===== src/rtl/hpr_decode.sv =====
module hpr_decode #(
  parameter int RST_CYCLES = 8
) (
  input  logic       clk,
  input  logic       rst_n,
  input  logic       dmack_n,
  input  logic       hen_n,
  input  logic [1:0] addr,
  input  logic       hrd_n,
  input  logic       hwr_n,
  input  logic [7:0] host_wdata,
  input  logic       xfer_en_n,
  input  logic       wait_src,
  input  logic       eject_in,
  input  logic       eop_in,
  input  logic       sten_in,
  input  logic [7:0] sbout_in,
  input  logic [7:0] xfer_rdata,
  output logic [7:0] host_rdata,
  output logic       cmdin_we,
  output logic       sbout_re,
  output logic       dat_we,
  output logic       dat_re,
  output logic       dma_we,
  output logic       dma_re,
  output logic       tstat_re,
  output logic       sub_rst_n,
  output logic       dma_mode,
  output logic       dts_flag
);
  localparam int CW = $clog2(RST_CYCLES + 1);

  logic [2:0] rd_sy, wr_sy;
  logic       rd_fall, wr_fall;
  logic       reg_acc, dma_acc, xfer_sel;
  logic       hit0, hit1, hit2;
  logic       rst_req, hctl_req;
  logic [CW-1:0] rst_cnt;
  logic [7:0] tstat;

  always_ff @(posedge clk or negedge rst_n)
    if (!rst_n) begin
      rd_sy <= '1;
      wr_sy <= '1;
    end else begin
      rd_sy <= {rd_sy[1:0], hrd_n};
      wr_sy <= {wr_sy[1:0], hwr_n};
    end

  assign rd_fall  = rd_sy[2] & ~rd_sy[1];
  assign wr_fall  = wr_sy[2] & ~wr_sy[1];

  assign dma_acc  = ~dmack_n;
  assign reg_acc  = dmack_n & ~hen_n;
  assign hit0     = reg_acc & (addr == 2'd0);
  assign hit1     = reg_acc & (addr == 2'd1);
  assign hit2     = reg_acc & (addr == 2'd2);
  assign xfer_sel = ~dma_mode & ~xfer_en_n & ~dts_flag;

  assign rst_req  = wr_fall & hit1;
  assign hctl_req = wr_fall & hit2;

  always_ff @(posedge clk or negedge rst_n)
    if (!rst_n) begin
      cmdin_we <= 1'b0;
      sbout_re <= 1'b0;
      dat_we   <= 1'b0;
      dat_re   <= 1'b0;
      dma_we   <= 1'b0;
      dma_re   <= 1'b0;
      tstat_re <= 1'b0;
    end else begin
      cmdin_we <= wr_fall & hit0 & ~xfer_sel;
      sbout_re <= rd_fall & hit0 & ~xfer_sel;
      dat_we   <= wr_fall & hit0 & xfer_sel;
      dat_re   <= rd_fall & hit0 & xfer_sel;
      dma_we   <= wr_fall & dma_acc;
      dma_re   <= rd_fall & dma_acc;
      tstat_re <= rd_fall & hit1;
    end

  always_ff @(posedge clk or negedge rst_n)
    if (!rst_n) begin
      dma_mode <= 1'b0;
      dts_flag <= 1'b0;
    end else if (hctl_req) begin
      dma_mode <= host_wdata[0];
      dts_flag <= host_wdata[1];
    end

  always_ff @(posedge clk or negedge rst_n)
    if (!rst_n)
      rst_cnt <= '0;
    else if (rst_req)
      rst_cnt <= CW'(RST_CYCLES);
    else if (rst_cnt != '0)
      rst_cnt <= rst_cnt - 1'b1;

  assign sub_rst_n = (rst_cnt == '0);

  assign tstat = {2'b11, eject_in, dma_mode | wait_src, eop_in, sten_in,
                  xfer_en_n, dma_mode & wait_src};

  always_comb begin
    host_rdata = 8'hFF;
    if (dma_acc)
      host_rdata = xfer_rdata;
    else if (reg_acc)
      case (addr)
        2'd0:    host_rdata = xfer_sel ? xfer_rdata : sbout_in;
        2'd1:    host_rdata = tstat;
        default: host_rdata = 8'hFF;
      endcase
  end
endmodule



===== config.mk =====
export PLATFORM = sky130hd
export DESIGN_NAME = hpr_decode
export DESIGN_NICKNAME = d
export VERILOG_FILES = /design/src/rtl/hpr_decode.sv
export SDC_FILE = /design/constraint.sdc
export NUM_CORES = 1
export LEC_CHECK = 0
export ABC_AREA = 1
export BUFFER_PORTS_ARGS = -buffer_cell sky130_fd_sc_hd__buf_2
export CAP_MARGIN = 30
export CORE_MARGIN = 5
export CORE_UTILIZATION = 43
export CTS_CLUSTER_DIAMETER = 50
export CTS_CLUSTER_SIZE = 40
export DETAILED_ROUTE_END_ITERATION = 10
export HOLD_SLACK_MARGIN = 0.03
export PLACE_DENSITY = 0.83
export SYNTH_ARGS = -nofsm -noshare
export SYNTH_HDL_FRONTEND = slang
export SYNTH_SLANG_ARGS = --single-unit

===== constraint.sdc =====
create_clock -name clk -period 1.4 [get_ports clk]
set_input_delay 0.28 -clock clk [delete_from_list [all_inputs] [get_ports clk]]
set_output_delay 0.28 -clock clk [all_outputs]
set_load 0.01 [all_outputs]

======== Word-level counts from Yosys, hierarchy flattened ========
Cells that the tools add are included.
cells by class
  eq/ne operators ......................... 2
  mux-type cells .......................... 6
  add/subtract/negate cells ............... 1
  reductions and logical operators ........ 4
  bitwise gates (word level) .............. 29
operators with widths
  cell                   number
  $mux W8                3
  $and A1 B1 Y1          20
  $pmux W8 S2            1
  $mux W4                2
  $not A1 Y1             8
  $logic_not A4 Y1       1
  $reduce_bool A4 Y1     1
  $sub A4 B1 Y4 const B  1
  $eq A2 B1 Y1 const B   1
  $eq A2 B2 Y1 const B   1
  $logic_not A2 Y1       1
  $reduce_bool A2 Y1     1
  $or A1 B1 Y1           1
word-level totals
  output and inout bits ................... 18
  bits in registers ....................... 19
  input port bits ......................... 37
  logic and storage cells ................. 54

======== Depth between registers and ports, before layout ========
Gate-level depths: netlist of the first run.
  word-level depth ........................ 7
  depth in mapped cells ................... 8
  mapped depth without buffers ............ 8

======== Worst setup path after synthesis of the first run ========
Ideal clock, no wire load.
  path kind ............................... register -> output
  from .................................... register dma_mode
  to ...................................... output host_rdata[0]
  data required time ...................... 1,120 ps
  setup slack ............................. 36 ps
  cell stages (with the launch flop) ...... 8
  path buffers ............................ 0
  data arrival time ....................... 1,084 ps
  cells stage by stage .................... dfrtp_1 -> nor2_2 -> nand2_4 -> clkinv_4 -> nand2_1 -> nand2_1 -> a21oi_1 -> nor2_1
on the way
  longest elaborated chain between the ends .. 7
  elaborated cells on any way between the ends .. 8
  classes of those cells .................. 4 x mux; 4 x bitwise
RTL lines
  element                      RTL line  source
  start, declared              28        output logic dma_mode,
  start signal, assigned       87        dma_mode <= host_wdata[0];
  $not A1 Y1                   58        assign xfer_sel = ~dma_mode & ~xfer_en_n & ~dts_flag;
  $and A1 B1 Y1 (2 in series)  58
  $mux W8                      110       2'd0: host_rdata = xfer_sel ? xfer_rdata : sbout_in;
  $pmux W8 S2 *                109       case (addr)
  $mux W8 *                    108       else if (reg_acc)
  $mux W8 *                    106       if (dma_acc)
  end, declared                19        output logic [7:0] host_rdata,
Mark *: on every way between the ends. The rest lies on a longest branch, timed or not.

======== Final worst setup path of the first run ========
  from .................................... register dma_mode
  to ...................................... output host_rdata[3]
on the way
  longest elaborated chain between the ends .. 7
RTL lines
  element                      RTL line
  $not A1 Y1                   58
  $and A1 B1 Y1 (2 in series)  58
  $mux W8                      110
  $pmux W8 S2                  109
  $mux W8                      108
  $mux W8                      106
Every way passes these cells.

==> flow_summary_export.csv, run 1 <==
group,metric,value,unit
placement,portBuffers,48,
clocking,clock_sinks,19,
synth,syn_nets,155,
worst_setup_path,critPathBufInv,2,
clocking,clk_latency,0.29,ns
final_layout,finish.instance_area,1461,µm²
worst_setup_path,end_kind,"output pin",
hold_path,min_path_cells,1,
synth,synth.distinct_cells,23,
worst_setup_path,slowest_stage,"dfrtp_1",
worst_setup_path,startpoint_type,"flip-flop",
synth,ys_ff_latch,19,
worst_setup_path,reg2reg_to,"rst_cnt[1]",
hold_path,hold_end,"wr_sy[0]",
global_route,grt_max_degree,20,
floorplan,die-area,3361,µm²
clocking,ctsHtreeMaxLevel,1,
placement,hpwl,1854,µm
floorplan,num_io_pins,55,
final_layout,drive_gt1_frac,0.5272,
synth,synth_edf_count,0,
placement,dpl_cell_area,1306,µm²
synth,synth.most_common_cell,"nand2_1",
synth,ys_top_cells_by_count,"nand2_1, inv_1, nor2_1",
floorplan,start_util,0.4474,
synth,synthTopCellsByArea,"dfrtp_1, dfstp_2, nand2_1",
detailed_routing,drtIter0Drc,50,
outcome,violations,"negative setup slack",
sta,post-route-min-period,1.732,ns
global_route,grt_pass1_wl,3829,µm
power,vdd_drop_max,0.9473,mV
sta,tightest_slew,0.3922,ns
worst_setup_path,crit_type,"reg -> out",
sta,relSlewSlack,0.7386,
floorplan,die_x,57.98,µm
detailed_routing,route.detailed.drc,0,
detailed_routing,ant_nets,0,
worst_setup_path,path_cells,"nor2_4 -> nand2_4 -> buf_4 -> a21oi_1 -> nor2_1 -> buf_2",
floorplan,fp.dieH,57.98,µm
sta,clock_skew,0.008886,ns
worst_setup_path,cp.arrival,1.45,ns
flow_run,cap_viol_max_count,0,
global_route,grt_overflow_total,0,
worst_setup_path,cp_max_fo,6,
final_layout,area_delta_synth_final,47.66,%
synth,ys_async_sr_fraction,1.000,
sta,fin_tns_setup,-2.321,ns
detailed_routing,wirelength,2483,µm
sta,final_hold_viol_count,0,
global_route,grt.total_usage,0.1429,
final_layout,nets,223,
sta,fin_crit_sh,1.237,
synth,synth_flop_cell,"dfrtp_1",
detailed_routing,num_vias,1017,
sta,setup-violations-final,9,
power,p_leak,0.0008186,µW
power,power_per_cell_area,1182,nW/µm²
outcome,status,"complete, but fails checks",
placement,dp_slack,-0.02066,ns
worst_setup_path,slowest_delay,0.42,ns
detailed_routing,via_per_inst,4.797,
sta,timing.fmax,577.5,MHz
worst_setup_path,rr_startpoint,"rst_cnt[1]",
synth,synth_cells,117,
clocking,numCtsBuffers,3,
synth,netlist_area,989.7,µm²
hold_path,hold_path.class,"in -> reg",
final_layout,post-route-util,0.6606,
worst_setup_path,r2r_slack,0.12,ns
detailed_routing,first_pass_iters,4,
final_layout,diodes,0,
synth,syn_area_per_cell,8.459,µm²
global_route,antenna_found_initial,0,
floorplan,core.rowCount,17,
hold_path,hp-start,"hwr_n",
sta,holdWs,0.08419,ns
clocking,cts.clk_slew.worst_paths,0.10,ns
synth,yosys_warnings,0,
detailed_routing,wl_per_cell,11.71,µm
global_route,grt_pass1_vias,938,
synth,seq_area_frac_synth,0.4880,
sta,rsz0062_at_grt,"true",
clocking,cts_tree,"built",
sta,worst_slack,-0.3316,ns
placement,place_congestion,0.8722,
worst_setup_path,reg2regPathDepth,8,
worst_setup_path,crit_family,"flip-flops",
worst_setup_path,required,1.12,ns
sta,drv_slew,0,
synth,yosysTopAreaCell,"dfrtp_1",
synth,synth_top_area_frac,0.3287,
clocking,cts_root_buffer,"clkbuf_4",
clocking,clk_path_buf_depth,2,
floorplan,coreArea,2212,µm²
worst max path at each step:
| stage | startpoint | to | slack [ns] | depth (start not counted) |
|---|---|---|---|---|
| after floorplan | dma_mode | host_rdata[0] | 0.04 | 7 |
| after global placement | addr[1] | host_rdata[3] | 0.009 | 8 |
| after detailed placement | addr[1] | host_rdata[3] | -0.02 | 8 |
| after CTS | dts_flag | host_rdata[3] | -0.31 | 8 |
| after global routing | dma_mode | host_rdata[3] | -0.45 | 8 |
| final | dma_mode | host_rdata[3] | -0.33 | 6 |
power by group:
group	switching [µW]	internal (µW)	leakage (µW)
clock	163	108	0.0000139
combinational	390	368	0.000571
sequential	60.2	639	0.000234
layout make-up:
| cell class | instances | area (µm²) |
|---|---|---|
| fill | 187 | 750.7 |
| sequential | 19 | 483.0 |
| multi-input combinational | 78 | 452.9 |
| timing repair buffer | 64 | 375.4 |
| inverter | 19 | 85.08 |
| tap | 28 | 35.03 |
| clock buffer | 3 | 22.52 |
| clock inverter | 1 | 7.507 |
cells by family after synthesis:
logic type | synth area share
simple gates | 0.2933
buf+inv | 0.09734
compound gates | 0.1087
flops | 0.4880
fa+ha+maj | 0.01264
stage by stage:
| stage | instances | total power [µW] |
|---|---|---|
| 2_1_floorplan | 117 | 1046 |
| 3_3_place_gp | 199 | 1217 |
| 3_5_place_dp | 199 | 1264 |
| 4_1_cts | 206 | 1629 |
| 5_1_grt | 212 | 1872 |
| 6_report | 212 | 1728 |
cells in the final DEF (no fill, tap or decap), drive strengths merged:
master       instances
dfstp                6
ha                   1
o21ai                3
o22ai                4
nor3                 1
dfrtp               13
a21oi                9
buf                 63
o211ai               3
nor2                18
clkinvlp             1
nand2               30
nand4                1
nand3                8
inv                 17
dlygate4sd3          1
clkinv               2
clkbuf               3
registers in the layout, summed over array words and instances (netlist names):
| name | flops |
|---|---|
| dat_we | 1 |
| tstat_re | 1 |
| wr_sy | 3 |
| rd_sy | 3 |
| dat_re | 1 |
| sbout_re | 1 |
| dma_mode | 1 |
| dma_re | 1 |
| dts_flag | 1 |
| cmdin_we | 1 |
| rst_cnt | 4 |
| dma_we | 1 |
timing repair:
item,CTS,global route
hold buffers,1,0
gates resized for setup,8,9
pin swaps,2,4
endpoints found under the hold margin,13,0
buffers inserted,2,6
setup endpoints to repair,10,9
metal layers:
layer	GRT usage	up-vias	part of all wire
li1	-	506	-
met1	0.1664	465	0.40
met2	0.2500	44	0.49
met3	0.05122	2	0.097
met4	0.03311	0	0.0064
met5	0	-	0
No activity file was read; power rests on OpenSTA's default activity.
==> run 2: changes to the inputs <==
==> constraint.sdc (replaced) <==
create_clock -name clk -period 1.8 [get_ports clk]
set_input_delay 0.36 -clock clk [delete_from_list [all_inputs] [get_ports clk]]
set_output_delay 0.36 -clock clk [all_outputs]
set_load 0.01 [all_outputs]
==> flow_summary_export.csv, run 2 (synthesized netlist as in run 1, its figures left out) <==
group,metric,value,unit
clocking,cts.clk_slew.worst_paths,0.10,ns
worst_setup_path,r2r_slack,0.31,ns
final_layout,final_common_cell,"buf_2",
clocking,cts_root_buffer,"clkbuf_4",
final_layout,post-route-util,0.6369,
sta,worst_slack,-0.03351,ns
final_layout,final_cell_mix,"buf_2, nand2_1, nor2_1",
power,vdd_drop_max,0.9237,mV
sta,timing.fmax,545.4,MHz
final_layout,area_delta_synth_final,42.35,%
final_layout,nets,216,
sta,final_hold_viol_count,0,
worst_setup_path,required,1.44,ns
final_layout,drive_gt1_frac,0.5141,
worst_setup_path,crit_path_end,"host_rdata[3]",
final_layout,reg_top3,"rst_cnt (4), rd_sy (3), wr_sy (3)",
clocking,cts_tree,"built",
power,p_leak,0.0007914,µW
final_layout,largest_reg_flops,4,
global_route,grt_pass1_wl,3657,µm
clocking,ctsHtreeMaxLevel,1,
worst_setup_path,cp.arrival,1.47,ns
sta,tightest_slew,0.4040,ns
detailed_routing,via_per_inst,4.815,
hold_path,min_path_cells,1,
floorplan,num_io_pins,55,
power,power_per_cell_area,930.3,nW/µm²
floorplan,coreArea,2212,µm²
floorplan,core.rowCount,17,
worst_setup_path,reg2reg_to,"rst_cnt[1]",
worst_setup_path,crit_path_start,"dts_flag",
detailed_routing,drtIter0Drc,34,
clocking,clk_latency,0.29,ns
flow_run,cap_viol_max_count,0,
detailed_routing,first_pass_iters,4,
global_route,grt.total_usage,0.1388,
global_route,grt_max_degree,20,
global_route,antenna_found_initial,0,
detailed_routing,route.detailed.drc,0,
worst_setup_path,cp_max_fo,8,
worst_setup_path,end_kind,"output pin",
detailed_routing,ant_nets,0,
floorplan,die_x,57.98,µm
worst_setup_path,reg2regPathDepth,9,
sta,rsz0062_at_grt,"true",
detailed_routing,num_vias,987,
sta,fin_crit_sh,1.019,
clocking,clk_path_buf_depth,2,
floorplan,die-area,3361,µm²
placement,place_congestion,0.8702,
sta,clock_skew,0.001837,ns
floorplan,fp.dieH,57.98,µm
worst_setup_path,rr_startpoint,"rst_cnt[1]",
hold_path,hold_path.class,"in -> reg",
placement,hpwl,1845,µm
detailed_routing,wirelength,2533,µm
floorplan,start_util,0.4474,
sta,post-route-min-period,1.834,ns
sta,drv_slew,0,
sta,fin_tns_setup,-0.05102,ns
outcome,violations,"negative setup slack",
outcome,status,"complete, but fails checks",
worst_setup_path,startpoint_type,"flip-flop",
global_route,grt_pass1_vias,929,
clocking,clock_sinks,19,
final_layout,diodes,0,
global_route,grt_overflow_total,0,
sta,setup-violations-final,2,
worst_setup_path,crit_type,"reg -> out",
detailed_routing,wl_per_cell,12.36,µm
placement,portBuffers,48,
final_layout,largest-register,"rst_cnt",
sta,relSlewSlack,0.7307,
clocking,numCtsBuffers,3,
run 2: cell types whose count changed in the layout (fill, tap and decap cells not counted), moves of 2 or more:
cell,delta
buf_4,-7
a21oi_1,-2
a21oi_2,+2
inv_1,+2
inv_2,-2
run 2: repair_timing:
item | CTS | global route
hold endpoints to repair | 13 | 0
setup endpoints to repair | 9 | 9
pin swaps | 3 | 8
setup buffers | 3 | 4
hold buffers | 1 | 0
resized for setup | 6 | 12
run 2: cell type report:
cell class,count,area (µm²)
Fill cell,188,803.3
Sequential cell,19,484.2
Multi-Input combinational cell,78,457.9
Timing Repair Buffer,57,316.6
Inverter,19,87.58
Tap cell,28,35.03
Clock buffer,3,22.52
Clock inverter,1,5.005
run 2: stage by stage:
| step | setup WS (ns) | total power, µW | hold slack, ns | std cells | cell area, µm² |
|---|---|---|---|---|---|
| after CTS | -0.004199 | 1213 | 0.1479 | 201 | 1335 |
| after global placement | 0.2400 | 915.2 | 0.2992 | 193 | 1261 |
| after detailed placement | 0.2146 | 955.8 | 0.3091 | 193 | 1261 |
| after floorplan | 0.3564 | 813.6 | 0.06441 | 117 | 989.7 |
| after global routing | -0.1443 | 1410 | 0.1257 | 205 | 1409 |
| final | -0.03351 | 1311 | 0.1482 | 205 | 1409 |
run 2: critical path, stage by stage, from the launching register on:
cell and delay [ns]:
dfrtp_1 0.43, nor2_4 0.16, nand2_4 0.11, inv_8 0.10, nand2_4 0.04, nand2_2 0.07
a21oi_2 0.03, nor2_1 0.09, buf_2 0.13
run 2: power breakdown:
group	total, µW	internal [µW]	switching (µW)
clock	212	82.8	129
sequential	539	498	41.2
combinational	560	251	309
total	1310	831	479
run 2: worst min-delay path by stage:
stage	startpoint	to	slack (ns)
floorplan	rst_n	cmdin_we	0.06
detailed placement	rst_n	dma_re	0.31
global placement	rst_n	tstat_re	0.30
CTS	hwr_n	wr_sy[0]	0.15
global route	hrd_n	rd_sy[0]	0.13
finish	hwr_n	wr_sy[0]	0.15
run 2: per-layer routing:
metal,share of wire,up-vias,GRT usage
met1,0.37,445,0.1500
met4,0.0059,0,0.04967
met3,0.12,2,0.05345
met5,0,-,0
li1,-,494,-
met2,0.50,46,0.2452
==> run 3: changes to the inputs <==
--- a/config.mk
+++ b/config.mk
@@ -15,6 +15,7 @@
 export DETAILED_ROUTE_END_ITERATION = 10
 export HOLD_SLACK_MARGIN = 0.03
 export PLACE_DENSITY = 0.83
+export REMOVE_ABC_BUFFERS = 1
 export SYNTH_ARGS = -nofsm -noshare
 export SYNTH_HDL_FRONTEND = slang
 export SYNTH_SLANG_ARGS = --single-unit
==> flow_summary_export.csv, run 3 (synthesized netlist as in run 1, its figures left out) <==
group,metric,value,unit
outcome,status,"complete, no violations",
global_route,grt_overflow_total,0,
sta,rsz0062_at_grt,"true",
worst_setup_path,reg2regPathDepth,8,
sta,clock_skew,0.005444,ns
worst_setup_path,slowest_stage,"dfrtp_1",
worst_setup_path,reg2reg_to,"rst_cnt[1]",
floorplan,start_util,0.4474,
worst_setup_path,r2r_slack,0.47,ns
final_layout,fillCellCount,200,
detailed_routing,wirelength,2470,µm
detailed_routing,num_vias,970,
placement,place_congestion,0.7912,
clocking,ctsHtreeMaxLevel,1,
hold_path,hold_end,"rd_sy[0]",
clocking,cts.clk_slew.worst_paths,0.11,ns
global_route,grt_max_degree,20,
detailed_routing,ant_nets,0,
final_layout,largest_reg_flops,4,
clocking,numCtsBuffers,3,
final_layout,area_delta_synth_final,39.70,%
final_layout,drive_gt1_frac,0.4886,
power,power_per_cell_area,930.2,nW/µm²
flow_run,cap_viol_max_count,0,
clocking,clk_path_buf_depth,2,
worst_setup_path,critPathBufInv,2,
final_layout,final_cell_mix,"buf_2, nand2_1, nor2_1, dfrtp_1, inv_1",
detailed_routing,drtIter0Drc,35,
global_route,grt_pass1_vias,996,
hold_path,hold_path.class,"in -> reg",
worst_setup_path,crit_path_start,"dts_flag",
hold_path,hp-start,"hrd_n",
clocking,clk_latency,0.31,ns
worst_setup_path,path_cells,"nor2_4 -> nand2_4 -> clkinv_4 -> nand2_1 -> nand2_1 -> a21oi_1 -> nor2_1 -> buf_2",
clocking,clock_sinks,19,
final_layout,post-route-util,0.6250,
worst_setup_path,crit_type,"reg -> out",
worst_setup_path,rr_startpoint,"rst_cnt[0]",
floorplan,fp.dieH,57.98,µm
worst_setup_path,crit_family,"simple AND/OR/NAND/NOR gates",
detailed_routing,via_per_inst,4.755,
placement,hpwl,1862,µm
global_route,grt_pass1_wl,4077,µm
worst_setup_path,required,1.44,ns
floorplan,core.rowCount,17,
final_layout,reg_top3,"rst_cnt (4), rd_sy (3), wr_sy (3)",
detailed_routing,route.detailed.drc,0,
global_route,grt.total_usage,0.1528,
worst_setup_path,startpoint_type,"flip-flop",
floorplan,num_io_pins,55,
final_layout,layoutNonFillerInstCount,204,
sta,final_hold_viol_count,0,
hold_path,min_path_cells,1,
final_layout,multi_input_area,440.4,µm²
floorplan,die-area,3361,µm²
final_layout,largest-register,"rst_cnt",
sta,post-route-min-period,1.794,ns
placement,portBuffers,48,
global_route,antenna_found_initial,0,
placement,placed_cells_incl_taps,193,
clocking,cts_root_buffer,"clkbuf_4",
sta,tightest_slew,0.4045,ns
worst_setup_path,slowest_delay,0.42,ns
sta,relSlewSlack,0.7304,
sta,setup-violations-final,0,
final_layout,final_common_cell,"buf_2",
worst_setup_path,cp_max_fo,8,
detailed_routing,first_pass_iters,4,
final_layout,nets,215,
sta,timing.fmax,557.4,MHz
detailed_routing,wl_per_cell,12.11,µm
power,p_leak,0.0007744,µW
worst_setup_path,end_kind,"output pin",
power,vdd_drop_max,0.5998,mV
final_layout,diodes,0,
final_layout,register_area,483.0,µm²
worst_setup_path,path_common_cell,"nand2_1",
clocking,cts_tree,"built",
floorplan,die_x,57.98,µm
worst_setup_path,cp.arrival,1.43,ns
sta,drv_slew,0,
floorplan,coreArea,2212,µm²
sta,fin_crit_sh,0.9967,
==> run 3: repair_timing <==
action	in CTS	in global routing
resized for setup	4	8
endpoints found under the setup margin	9	9
pin swaps	2	4
setup buffers	4	2
hold endpoints to repair	13	0
hold buffers	1	0
==> run 3: worst max-delay path by stage <==
| stage | to | slack (ns) | depth (start not counted) |
|---|---|---|---|
| global route | host_rdata[7] | -0.11 | 8 |
| global placement | host_rdata[0] | 0.24 | 8 |
| floorplan | host_rdata[0] | 0.36 | 7 |
| detailed placement | host_rdata[3] | 0.18 | 8 |
| finish | host_rdata[3] | 0.006 | 8 |
| CTS | host_rdata[0] | 0.006 | 8 |
==> run 3: stage by stage <==
step                      power (µW)  setup WS [ns]  hold WS [ns]  instance area [µm²]  TNS (ns)
after floorplan                808.5         0.3564       0.06441                978.4         0
after global placement         918.7         0.2450        0.3075                 1261         0
after detailed placement       936.4         0.1811        0.3151                 1261         0
after CTS                       1209       0.006374        0.1252                 1341         0
after global routing            1392        -0.1127        0.1205                 1383   -0.6339
final                           1286       0.005881        0.1389                 1383         0
==> run 3: routing by layer <==
metal | part of all wire | vias to the layer above | track usage
met5 | 0 | - | 0
met4 | 0.0093 | 0 | 0.07616
met2 | 0.52 | 34 | 0.2645
met3 | 0.10 | 2 | 0.04232
met1 | 0.37 | 443 | 0.1708
li1 | - | 491 | -
==> run 3: power breakdown <==
part / switching (µW) / internal (µW) / total [µW]
clock: 142 / 84.8 / 227
combinational: 281 / 242 / 523
sequential: 38.9 / 497 / 536
==> run 3: cell type report <==
class                   instances  share of cell area
clock buffers                   3             0.01629
clock inverters                 1            0.005430
inverters                      19             0.06154
multi-input cells              78              0.3186
flip-flops and latches         19              0.3493
well taps                      28             0.02534
repair buffers                 56              0.2235
==> run 3: worst register-to-register path: cells and delay by family (launching register included) <==
family,cells,cell delay (ns)
buffers and inverters,4,0.33
AND/OR/NAND/NOR,2,0.22
adder cells (fa/ha/maj),1,0.14
AO/OA/AOI/OAI,1,0.15
flip-flops,1,0.40
